===== config.mk =====
export PLATFORM = sky130hd
export DESIGN_NAME = ddr_cmd_front
export DESIGN_NICKNAME = d
export VERILOG_FILES = /design/src/rtl/ddr_cmd_pkg.sv /design/src/rtl/ddr_cmd_decode.sv /design/src/rtl/ddr_col_map.sv /design/src/rtl/ddr_mode_reg.sv /design/src/rtl/ddr_bank_state.sv /design/src/rtl/ddr_cmd_front.sv
export SDC_FILE = /design/constraint.sdc
export NUM_CORES = 1
export LEC_CHECK = 0
export ABC_AREA = 1
export ABC_CLOCK_PERIOD_IN_PS = 4200
export CAP_MARGIN = 5
export CORE_MARGIN = 8
export CORE_UTILIZATION = 50
export DETAILED_ROUTE_END_ITERATION = 16
export PLACE_DENSITY_LB_ADDON = 0.1
export SYNTH_ARGS = -nofsm -noshare
export SYNTH_HDL_FRONTEND = slang
export SYNTH_SLANG_ARGS = --single-unit
export TNS_END_PERCENT = 5

===== constraint.sdc =====
create_clock -name clk -period 4.2 [get_ports clk]
set_input_delay 0.84 -clock clk [delete_from_list [all_inputs] [get_ports clk]]
set_output_delay 0.84 -clock clk [all_outputs]
set_load 0.01 [all_outputs]

===== src/rtl/ddr_cmd_pkg.sv =====
package ddr_cmd_pkg;

   typedef enum logic [2:0] {
      CMD_NOP = 3'd0,
      CMD_ACT = 3'd1,
      CMD_RD  = 3'd2,
      CMD_WR  = 3'd3,
      CMD_PRE = 3'd4,
      CMD_REF = 3'd5,
      CMD_MRS = 3'd6
   } cmd_e;

   localparam int COL_MAX_W = 11;   // widest column field (x4 devices)
   localparam int AP_BIT    = 10;   // overloaded auto-precharge / all-bank bit
   localparam int HB_W      = 3;    // holds BL/2 up to 4
   localparam int MODE_W    = 7;    // length, order and latency fields

endpackage


===== src/rtl/ddr_cmd_decode.sv =====
module ddr_cmd_decode
   import ddr_cmd_pkg::*;
(
   input  logic cs_n,
   input  logic ras_n,
   input  logic cas_n,
   input  logic we_n,
   output cmd_e cmd_o
);

   always_comb begin
      cmd_o = CMD_NOP;
      if (!cs_n) begin
         unique case ({ras_n, cas_n, we_n})
            3'b011:  cmd_o = CMD_ACT;
            3'b101:  cmd_o = CMD_RD;
            3'b100:  cmd_o = CMD_WR;
            3'b010:  cmd_o = CMD_PRE;
            3'b001:  cmd_o = CMD_REF;
            3'b000:  cmd_o = CMD_MRS;
            default: cmd_o = CMD_NOP;
         endcase
      end
   end

endmodule


===== src/rtl/ddr_col_map.sv =====
module ddr_col_map #(
   parameter int DQ_BITS = 16,
   parameter int COL_W   = 11
) (
   input  logic [11:0]      addr_i,
   output logic [COL_W-1:0] col_o
);

   wire unused_addr_bits = &{1'b0, addr_i};

   generate
      if (!(DQ_BITS == 4 || DQ_BITS == 8 || DQ_BITS == 16)) begin : g_bad_dq
         $error("ddr_col_map: DQ_BITS must be 4, 8 or 16");
      end
      if (COL_W < 11) begin : g_bad_colw
         $error("ddr_col_map: COL_W must be at least 11");
      end

      if (DQ_BITS == 16) begin : g_x16
         assign col_o = COL_W'(addr_i[8:0]);
      end else if (DQ_BITS == 8) begin : g_x8
         assign col_o = COL_W'(addr_i[9:0]);
      end else begin : g_x4
         assign col_o = COL_W'({addr_i[11], addr_i[9:0]});
      end
   endgenerate

endmodule


===== src/rtl/ddr_mode_reg.sv =====
module ddr_mode_reg
   import ddr_cmd_pkg::*;
(
   input  logic              clk,
   input  logic              rst_n,
   input  logic              load_i,
   input  logic [MODE_W-1:0] field_i,
   output logic              fields_ok_o,
   output logic [3:0]        burst_len_o,
   output logic              interleave_o,
   output logic              cl_half_o,
   output logic [HB_W-1:0]   half_burst_o
);

   logic [1:0] bl_code_q;
   logic       ilv_q;
   logic       clh_q;

   logic [2:0] bl_in;
   logic [2:0] cl_in;
   logic       bl_ok;
   logic       cl_ok;

   assign bl_in = field_i[2:0];
   assign cl_in = field_i[6:4];
   assign bl_ok = (bl_in == 3'b001) || (bl_in == 3'b010) || (bl_in == 3'b011);
   assign cl_ok = (cl_in == 3'b010) || (cl_in == 3'b110);
   assign fields_ok_o = bl_ok && cl_ok;

   always_ff @(posedge clk or negedge rst_n) begin
      if (!rst_n) begin
         bl_code_q <= 2'd1;
         ilv_q     <= 1'b0;
         clh_q     <= 1'b0;
      end else if (load_i) begin
         bl_code_q <= bl_in[1:0];
         ilv_q     <= field_i[3];
         clh_q     <= cl_in[2];
      end
   end

   assign burst_len_o  = 4'd1 << bl_code_q;
   assign half_burst_o = HB_W'(1) << (bl_code_q - 2'd1);
   assign interleave_o = ilv_q;
   assign cl_half_o    = clh_q;

endmodule


===== src/rtl/ddr_bank_state.sv =====
module ddr_bank_state
   import ddr_cmd_pkg::*;
#(
   parameter int NUM_BANKS = 4,
   parameter int ROW_W     = 13,
   localparam int BA_W     = $clog2(NUM_BANKS)
) (
   input  logic              clk,
   input  logic              rst_n,
   input  logic              act_i,
   input  logic              rw_i,
   input  logic              ap_i,
   input  logic              pre_i,
   input  logic              pre_all_i,
   input  logic [BA_W-1:0]   bank_i,
   input  logic [ROW_W-1:0]  row_i,
   input  logic [HB_W-1:0]   half_burst_i,
   output logic [NUM_BANKS-1:0] open_o,
   output logic [NUM_BANKS-1:0] pend_o,
   output logic [ROW_W-1:0]  row_sel_o
);

   logic [NUM_BANKS*ROW_W-1:0] row_flat;

   generate
      for (genvar g = 0; g < NUM_BANKS; g++) begin : g_bank
         logic             open_q;
         logic             pend_q;
         logic [HB_W-1:0]  cnt_q;
         logic [ROW_W-1:0] row_q;
         logic             hit;

         assign hit = (bank_i == BA_W'(g));

         always_ff @(posedge clk or negedge rst_n) begin
            if (!rst_n) begin
               open_q <= 1'b0;
               pend_q <= 1'b0;
               cnt_q  <= '0;
               row_q  <= '0;
            end else if (act_i && hit) begin
               open_q <= 1'b1;
               row_q  <= row_i;
            end else if (pre_i && (hit || pre_all_i)) begin
               open_q <= 1'b0;
               pend_q <= 1'b0;
               cnt_q  <= '0;
            end else if (rw_i && hit && ap_i) begin
               pend_q <= 1'b1;
               cnt_q  <= half_burst_i;
            end else if (pend_q && cnt_q == HB_W'(1)) begin
               open_q <= 1'b0;
               pend_q <= 1'b0;
               cnt_q  <= '0;
            end else if (pend_q) begin
               cnt_q  <= cnt_q - HB_W'(1);
            end
         end

         assign open_o[g] = open_q;
         assign pend_o[g] = pend_q;
         assign row_flat[g*ROW_W +: ROW_W] = row_q;
      end
   endgenerate

   assign row_sel_o = row_flat[bank_i*ROW_W +: ROW_W];

endmodule


===== src/rtl/ddr_cmd_front.sv =====
module ddr_cmd_front
   import ddr_cmd_pkg::*;
#(
   parameter int NUM_BANKS = 4,
   parameter int ROW_W     = 13,
   parameter int DQ_BITS   = 16
) (
   input  logic                         clk,
   input  logic                         rst_n,
   input  logic                         cs_n,
   input  logic                         ras_n,
   input  logic                         cas_n,
   input  logic                         we_n,
   input  logic [$clog2(NUM_BANKS)-1:0] ba_i,
   input  logic [ROW_W-1:0]             addr_i,
   output logic [2:0]                   cmd_o,
   output logic [$clog2(NUM_BANKS)-1:0] bank_o,
   output logic [ROW_W-1:0]             row_o,
   output logic [10:0]                  col_o,
   output logic                         ap_o,
   output logic                         all_o,
   output logic                         err_o,
   output logic [NUM_BANKS-1:0]         bank_open_o,
   output logic [NUM_BANKS-1:0]         ap_pend_o,
   output logic [3:0]                   burst_len_o,
   output logic                         interleave_o,
   output logic                         cl_half_o
);

   localparam int BA_W = $clog2(NUM_BANKS);

   generate
      if (NUM_BANKS < 2 || (1 << BA_W) != NUM_BANKS) begin : g_bad_banks
         $error("ddr_cmd_front: NUM_BANKS must be a power of two, at least 2");
      end
      if (ROW_W < 12) begin : g_bad_row
         $error("ddr_cmd_front: ROW_W must be at least 12");
      end
   endgenerate

   cmd_e                 raw_cmd;
   cmd_e                 acc_cmd;
   logic                 ok;
   logic                 fields_ok;
   logic [HB_W-1:0]      half_burst;
   logic [NUM_BANKS-1:0] open_vec;
   logic [NUM_BANKS-1:0] pend_vec;
   logic [NUM_BANKS-1:0] ba_sel;
   logic [ROW_W-1:0]     row_sel;
   logic [COL_MAX_W-1:0] col_next;
   logic                 ba_open;
   logic                 ba_pend;
   logic                 is_act;
   logic                 is_rw;
   logic                 is_pre;
   logic                 is_mrs;
   logic                 a10;

   ddr_cmd_decode u_decode (
      .cs_n  (cs_n),
      .ras_n (ras_n),
      .cas_n (cas_n),
      .we_n  (we_n),
      .cmd_o (raw_cmd)
   );

   ddr_col_map #(.DQ_BITS(DQ_BITS), .COL_W(COL_MAX_W)) u_col (
      .addr_i (addr_i[11:0]),
      .col_o  (col_next)
   );

   assign ba_sel  = NUM_BANKS'(1) << ba_i;
   assign ba_open = |(open_vec & ba_sel);
   assign ba_pend = |(pend_vec & ba_sel);
   assign a10     = addr_i[AP_BIT];

   // legality is judged on the state held before this edge
   always_comb begin
      ok = 1'b1;
      unique case (raw_cmd)
         CMD_ACT:         ok = !ba_open;
         CMD_RD, CMD_WR:  ok = ba_open && !ba_pend;
         CMD_REF:         ok = (open_vec == '0);
         CMD_MRS:         ok = (open_vec == '0) && fields_ok;
         default:         ok = 1'b1;
      endcase
   end

   assign acc_cmd = ok ? raw_cmd : CMD_NOP;
   assign is_act  = (acc_cmd == CMD_ACT);
   assign is_rw   = (acc_cmd == CMD_RD) || (acc_cmd == CMD_WR);
   assign is_pre  = (acc_cmd == CMD_PRE);
   assign is_mrs  = (acc_cmd == CMD_MRS);

   ddr_mode_reg u_mode (
      .clk          (clk),
      .rst_n        (rst_n),
      .load_i       (is_mrs),
      .field_i      (addr_i[MODE_W-1:0]),
      .fields_ok_o  (fields_ok),
      .burst_len_o  (burst_len_o),
      .interleave_o (interleave_o),
      .cl_half_o    (cl_half_o),
      .half_burst_o (half_burst)
   );

   ddr_bank_state #(.NUM_BANKS(NUM_BANKS), .ROW_W(ROW_W)) u_banks (
      .clk          (clk),
      .rst_n        (rst_n),
      .act_i        (is_act),
      .rw_i         (is_rw),
      .ap_i         (a10),
      .pre_i        (is_pre),
      .pre_all_i    (a10),
      .bank_i       (ba_i),
      .row_i        (addr_i),
      .half_burst_i (half_burst),
      .open_o       (open_vec),
      .pend_o       (pend_vec),
      .row_sel_o    (row_sel)
   );

   always_ff @(posedge clk or negedge rst_n) begin
      if (!rst_n) begin
         cmd_o  <= 3'(CMD_NOP);
         bank_o <= '0;
         row_o  <= '0;
         col_o  <= '0;
         ap_o   <= 1'b0;
         all_o  <= 1'b0;
         err_o  <= 1'b0;
      end else begin
         cmd_o <= 3'(acc_cmd);
         err_o <= !ok;
         ap_o  <= is_rw && a10;
         all_o <= is_pre && a10;
         if (is_act || is_rw || is_pre) bank_o <= ba_i;
         if (is_act) row_o <= addr_i;
         if (is_rw) begin
            row_o <= row_sel;
            col_o <= col_next;
         end
      end
   end

   assign bank_open_o = open_vec;
   assign ap_pend_o   = pend_vec;

endmodule


==> results by group <==
Outcome
  – Status: complete, no violations

Timing
  – Max Slew Vio Count: 0
  – Final Hold Fails: 0
  – Part of the cycle the worst path needs: 67.7%
  – TNS Setup: 0 ns
  – Final setup viols: 0
  – Worst Skew: about 0.015 ns
  – Worst Tran Pin Value: roughly 0.86 ns
  – Max-slew headroom at the worst pin: 42.8%
  – Hold slack: a little under 0.5 ns
  – Final setup margin: 1.35 ns
  – Fmax: around 350 MHz
  – RSZ-0062 raised after global routing: no
  – Min Tclk post-route: approximately 2.8 ns

Yosys
  – Top cells by area, synth: dfrtp_1 (50%), nand2_1 (11%), o21ai_0 (7.2%), inv_1 (4.0%), nand3_1 (4.0%)
  – Register area share after synthesis: between 50% and 60%
  – Syn Inst Count: ~630
  – Mapped cell area: 5230 sq um
  – Syn Area/Cell: roughly 8.3 sq um
  – Yosys reg bits: between 100 and 150
  – Synth warn: 0
  – Number of synthesized flops with an enable pin: 0
  – Share of the synthesized area in the top cell type: roughly half
  – Top FF cell, synth: dfrtp_1
  – Distinct cells, synth: 39
  – Async SR Flop Fraction: 100%
  – Leading area contributor after synthesis: dfrtp_1

Detailed routing
  – Antenna viol nets, final: 0
  – Wirelength per Cell: between 15 and 20 microns
  – DRC: 0
  – Drt total wl: 12900 microns
  – Via-to-Cell Ratio: roughly 5.4
  – DRT Pass-1 Iters: 5
  – Metal-1 WL: a little over 6000 microns
  – Top Layer Used: met4
  – Routed wl met2: slightly below 6000 microns
  – Vias: 4399
  – Initial DRC count: 298
  – Met3 routed WL: 782 microns

CTS
  – CTS-repair resized insts: 0
  – Maximum buffer depth of the clock tree: 2
  – H-tree depth: 3
  – Clock buffer count from CTS: 9
  – TritonCTS clock tree: yes
  – Post-CTS setup buffer count: 0
  – Clock latency on the worst-skew pair: around 0.37 ns
  – CTS Hold Bufs: 0
  – Root buffer cell: clkbuf_8
  – Worst-path clk slew: roughly 0.1 ns
  – TritonCTS sink count: about 110

Global routing
  – Vias in the first global route: 4232
  – Largest net degree at the start of global routing: 68
  – Initial antenna violation count: 0
  – GRT Total Usage: about a fifth
  – First-pass GRT wire length: between 20000 and 25000 microns
  – Overflow after GRT: 0

Floorplan
  – Die Y: ~120 microns
  – Site Rows: 37
  – Initial Util: between 50% and 60%
  – Total die area: about 14000 sq um
  – Chip Width: roughly 120 microns
  – Core ar.: about 10000 sq um
  – Number of I/O pins: 67

Worst setup path
  – Largest delay share family, worst path: buffers and inverters
  – WP buf/inv: 3
  – WP data required: ~4.5 ns
  – Worst path max stage delay: approximately 0.59 ns
  – Reg2reg end: u_banks.g_bank[1].cnt_q[0]$_DFFE_PN0P_
  – R2r startpoint: u_banks.g_bank[2].open_q$_DFFE_PN0P_
  – Crit path kind: input port to register
  – Critical Path End Type: register
  – Register-to-register setup slack: ~2.2 ns
  – Slowest-stage cell, CP: clkdlybuf4s50_1
  – Worst Path Max Fanout: 36
  – CP arrival: 3.10 ns
  – Most frequent CP cell: nand2_2
  – Critical-path cell list: clkdlybuf4s50_1 -> nor2_4 -> buf_4 -> nand2_2 -> nand2_2 -> nor2_4 -> nand2_2 -> buf_4 -> nand3_1 -> o21ai_0 -> nor2_1
  – FF-to-FF path depth: 8
  – CP startpoint kind: input port

Power
  – Pwr dens: between 500 and 600 nW/um^2
  – NetSw: 0.00116 W
  – Gate power share: 34.1%
  – Clock network fraction of total power: 19.8%
  – Pint: 0.00218 W
  – VDD IR max: approximately 260 uV
  – Pleak: 2.97 nW
  – Sw frac: between 30% and 40%
  – Flop pwr share: roughly 46%

Placement
  – DP HPWL: 9430 microns
  – RD Place Congestion: around 0.9
  – I/O Buffers: 64
  – Post-Place Worst Slack: ~1.0 ns
  – Dpl cells: a little over 800

Cells and area
  – Layout Cells excl Fill: slightly above 800
  – Final nets: about 710
  – Share of cells above drive strength 1: under 10%
  – # diodes: 0
  – Area growth, synth to finish: 16.2%
  – Final core utilization: 59.4%

Min path
  – Worst Hold Class: register to register
  – Worst hold path cell count: 2
  – WHS Endpoint: u_banks.g_bank[0].cnt_q[1]$_DFFE_PN0P_
  – Hold Startpoint: u_banks.g_bank[0].cnt_q[1]$_DFFE_PN0P_

Run
  – Max_cap viols: 0
==> power groups by stage <==
| stage | Clock [W] | Sequential [W] | Combinational [W] |
|---|---|---|---|
| floorplan | 0 | 0.00156 | 0.000644 |
| detailed placement | 0 | 0.00156 | 0.00115 |
| finish | 0.000663 | 0.00154 | 0.00114 |
| CTS | 0.000670 | 0.00154 | 0.00115 |
| global route | 0.000713 | 0.00158 | 0.00130 |
| global placement | 0 | 0.00155 | 0.00112 |
==> routing by layer <==
layer | vias up | track usage [%]
met5 | - | 0
met3 | 11 | 3.90
met1 | 2103 | 26.1
met2 | 137 | 29.7
li1 | 2148 | -
met4 | 0 | 5.20
==> area by class of cell <==
class | instances | area (sq um)
Fill cell | 913 | 4150
Sequential cell | 106 | 2650
Multi-Input combinational cell | 424 | 2090
Timing Repair Buffer | 72 | 698
Inverter | 67 | 256
Tap cell | 136 | 170
Clock buffer | 9 | 124
Clock inverter | 7 | 85.1
==> worst register-to-register path: cells and delay by family (launching register included) <==
kind               cells  cell delay [ns]
AOI/OAI and AO/OA      1             0.07
DFF                    1             0.45
and+or+nand+nor        7             1.37
==> worst max-delay path by stage <==
stage,startpoint,to,cells past startpoint
finish,ba_i[1],row_o[10]$_DFFE_PN0P_,11
detailed placement,ba_i[1],row_o[10]$_DFFE_PN0P_,11
floorplan,ba_i[0],u_banks.g_bank[2].cnt_q[2]$_DFFE_PN0P_,13
global placement,ba_i[1],u_banks.g_bank[0].row_q[5]$_DFFE_PN0N_,11
CTS,ba_i[1],row_o[10]$_DFFE_PN0P_,11
global route,ba_i[1],row_o[10]$_DFFE_PN0P_,11
==> stage by stage <==
step                cell area (sq um)  total power, W
floorplan                        5240         0.00221
global placement                 5870         0.00267
detailed placement               5870         0.00271
CTS                              6080         0.00336
global route                     6080         0.00359
finish                           6080         0.00334
==> cells in the final DEF (no fill, tap or decap), drive strengths merged, types with 2 or more instances in the layout <==
master,netlist,routed
o21ai,101,101
nor3,2,2
a22oi,10,10
nand2,169,169
o211ai,4,4
conb,1,2
a31oi,2,2
clkinv,1,3
clkbuf,6,9
nand3,43,43
ha,8,8
xor2,2,2
a21oi,7,7
and3,2,2
inv,66,69
clkdlybuf4s50,0,63
dfrtp,105,105
a22o,2,2
nor2,49,49
nand4,17,17
buf,29,9
==> Yosys cell counts (all sizes together), types with 6 or more instances <==
library cell    n
a22oi          10
nand2         169
clkbuf          6
dfrtp         105
nor2           49
ha              8
buf            29
o21ai         101
nand4          17
nand3          43
inv            66
a21oi           7
==> registers in the layout, summed over array words and instances (netlist names), 3 cells and up <==
name                   cells
u_banks.g_bank.row_q      52
row_o                     13
u_banks.g_bank.cnt_q      12
col_o                      9
u_banks.g_bank.open_q      4
u_banks.g_bank.pend_q      4
cmd_o                      3
==> kinds of logic after synthesis <==
group                      Yosys count  share of synthesized area (%)
AOI/OAI and AO/OA                  128                           13.2
and+or+nand+nor                    284                           24.4
buffers and inverters              102                           9.37
DFF                                106                           50.7
xor gates and xnor gates             2                          0.335
other                                1                         0.0717
adders and majority gates            8                           1.91
Note: power is estimated with default switching activity, not from simulation.
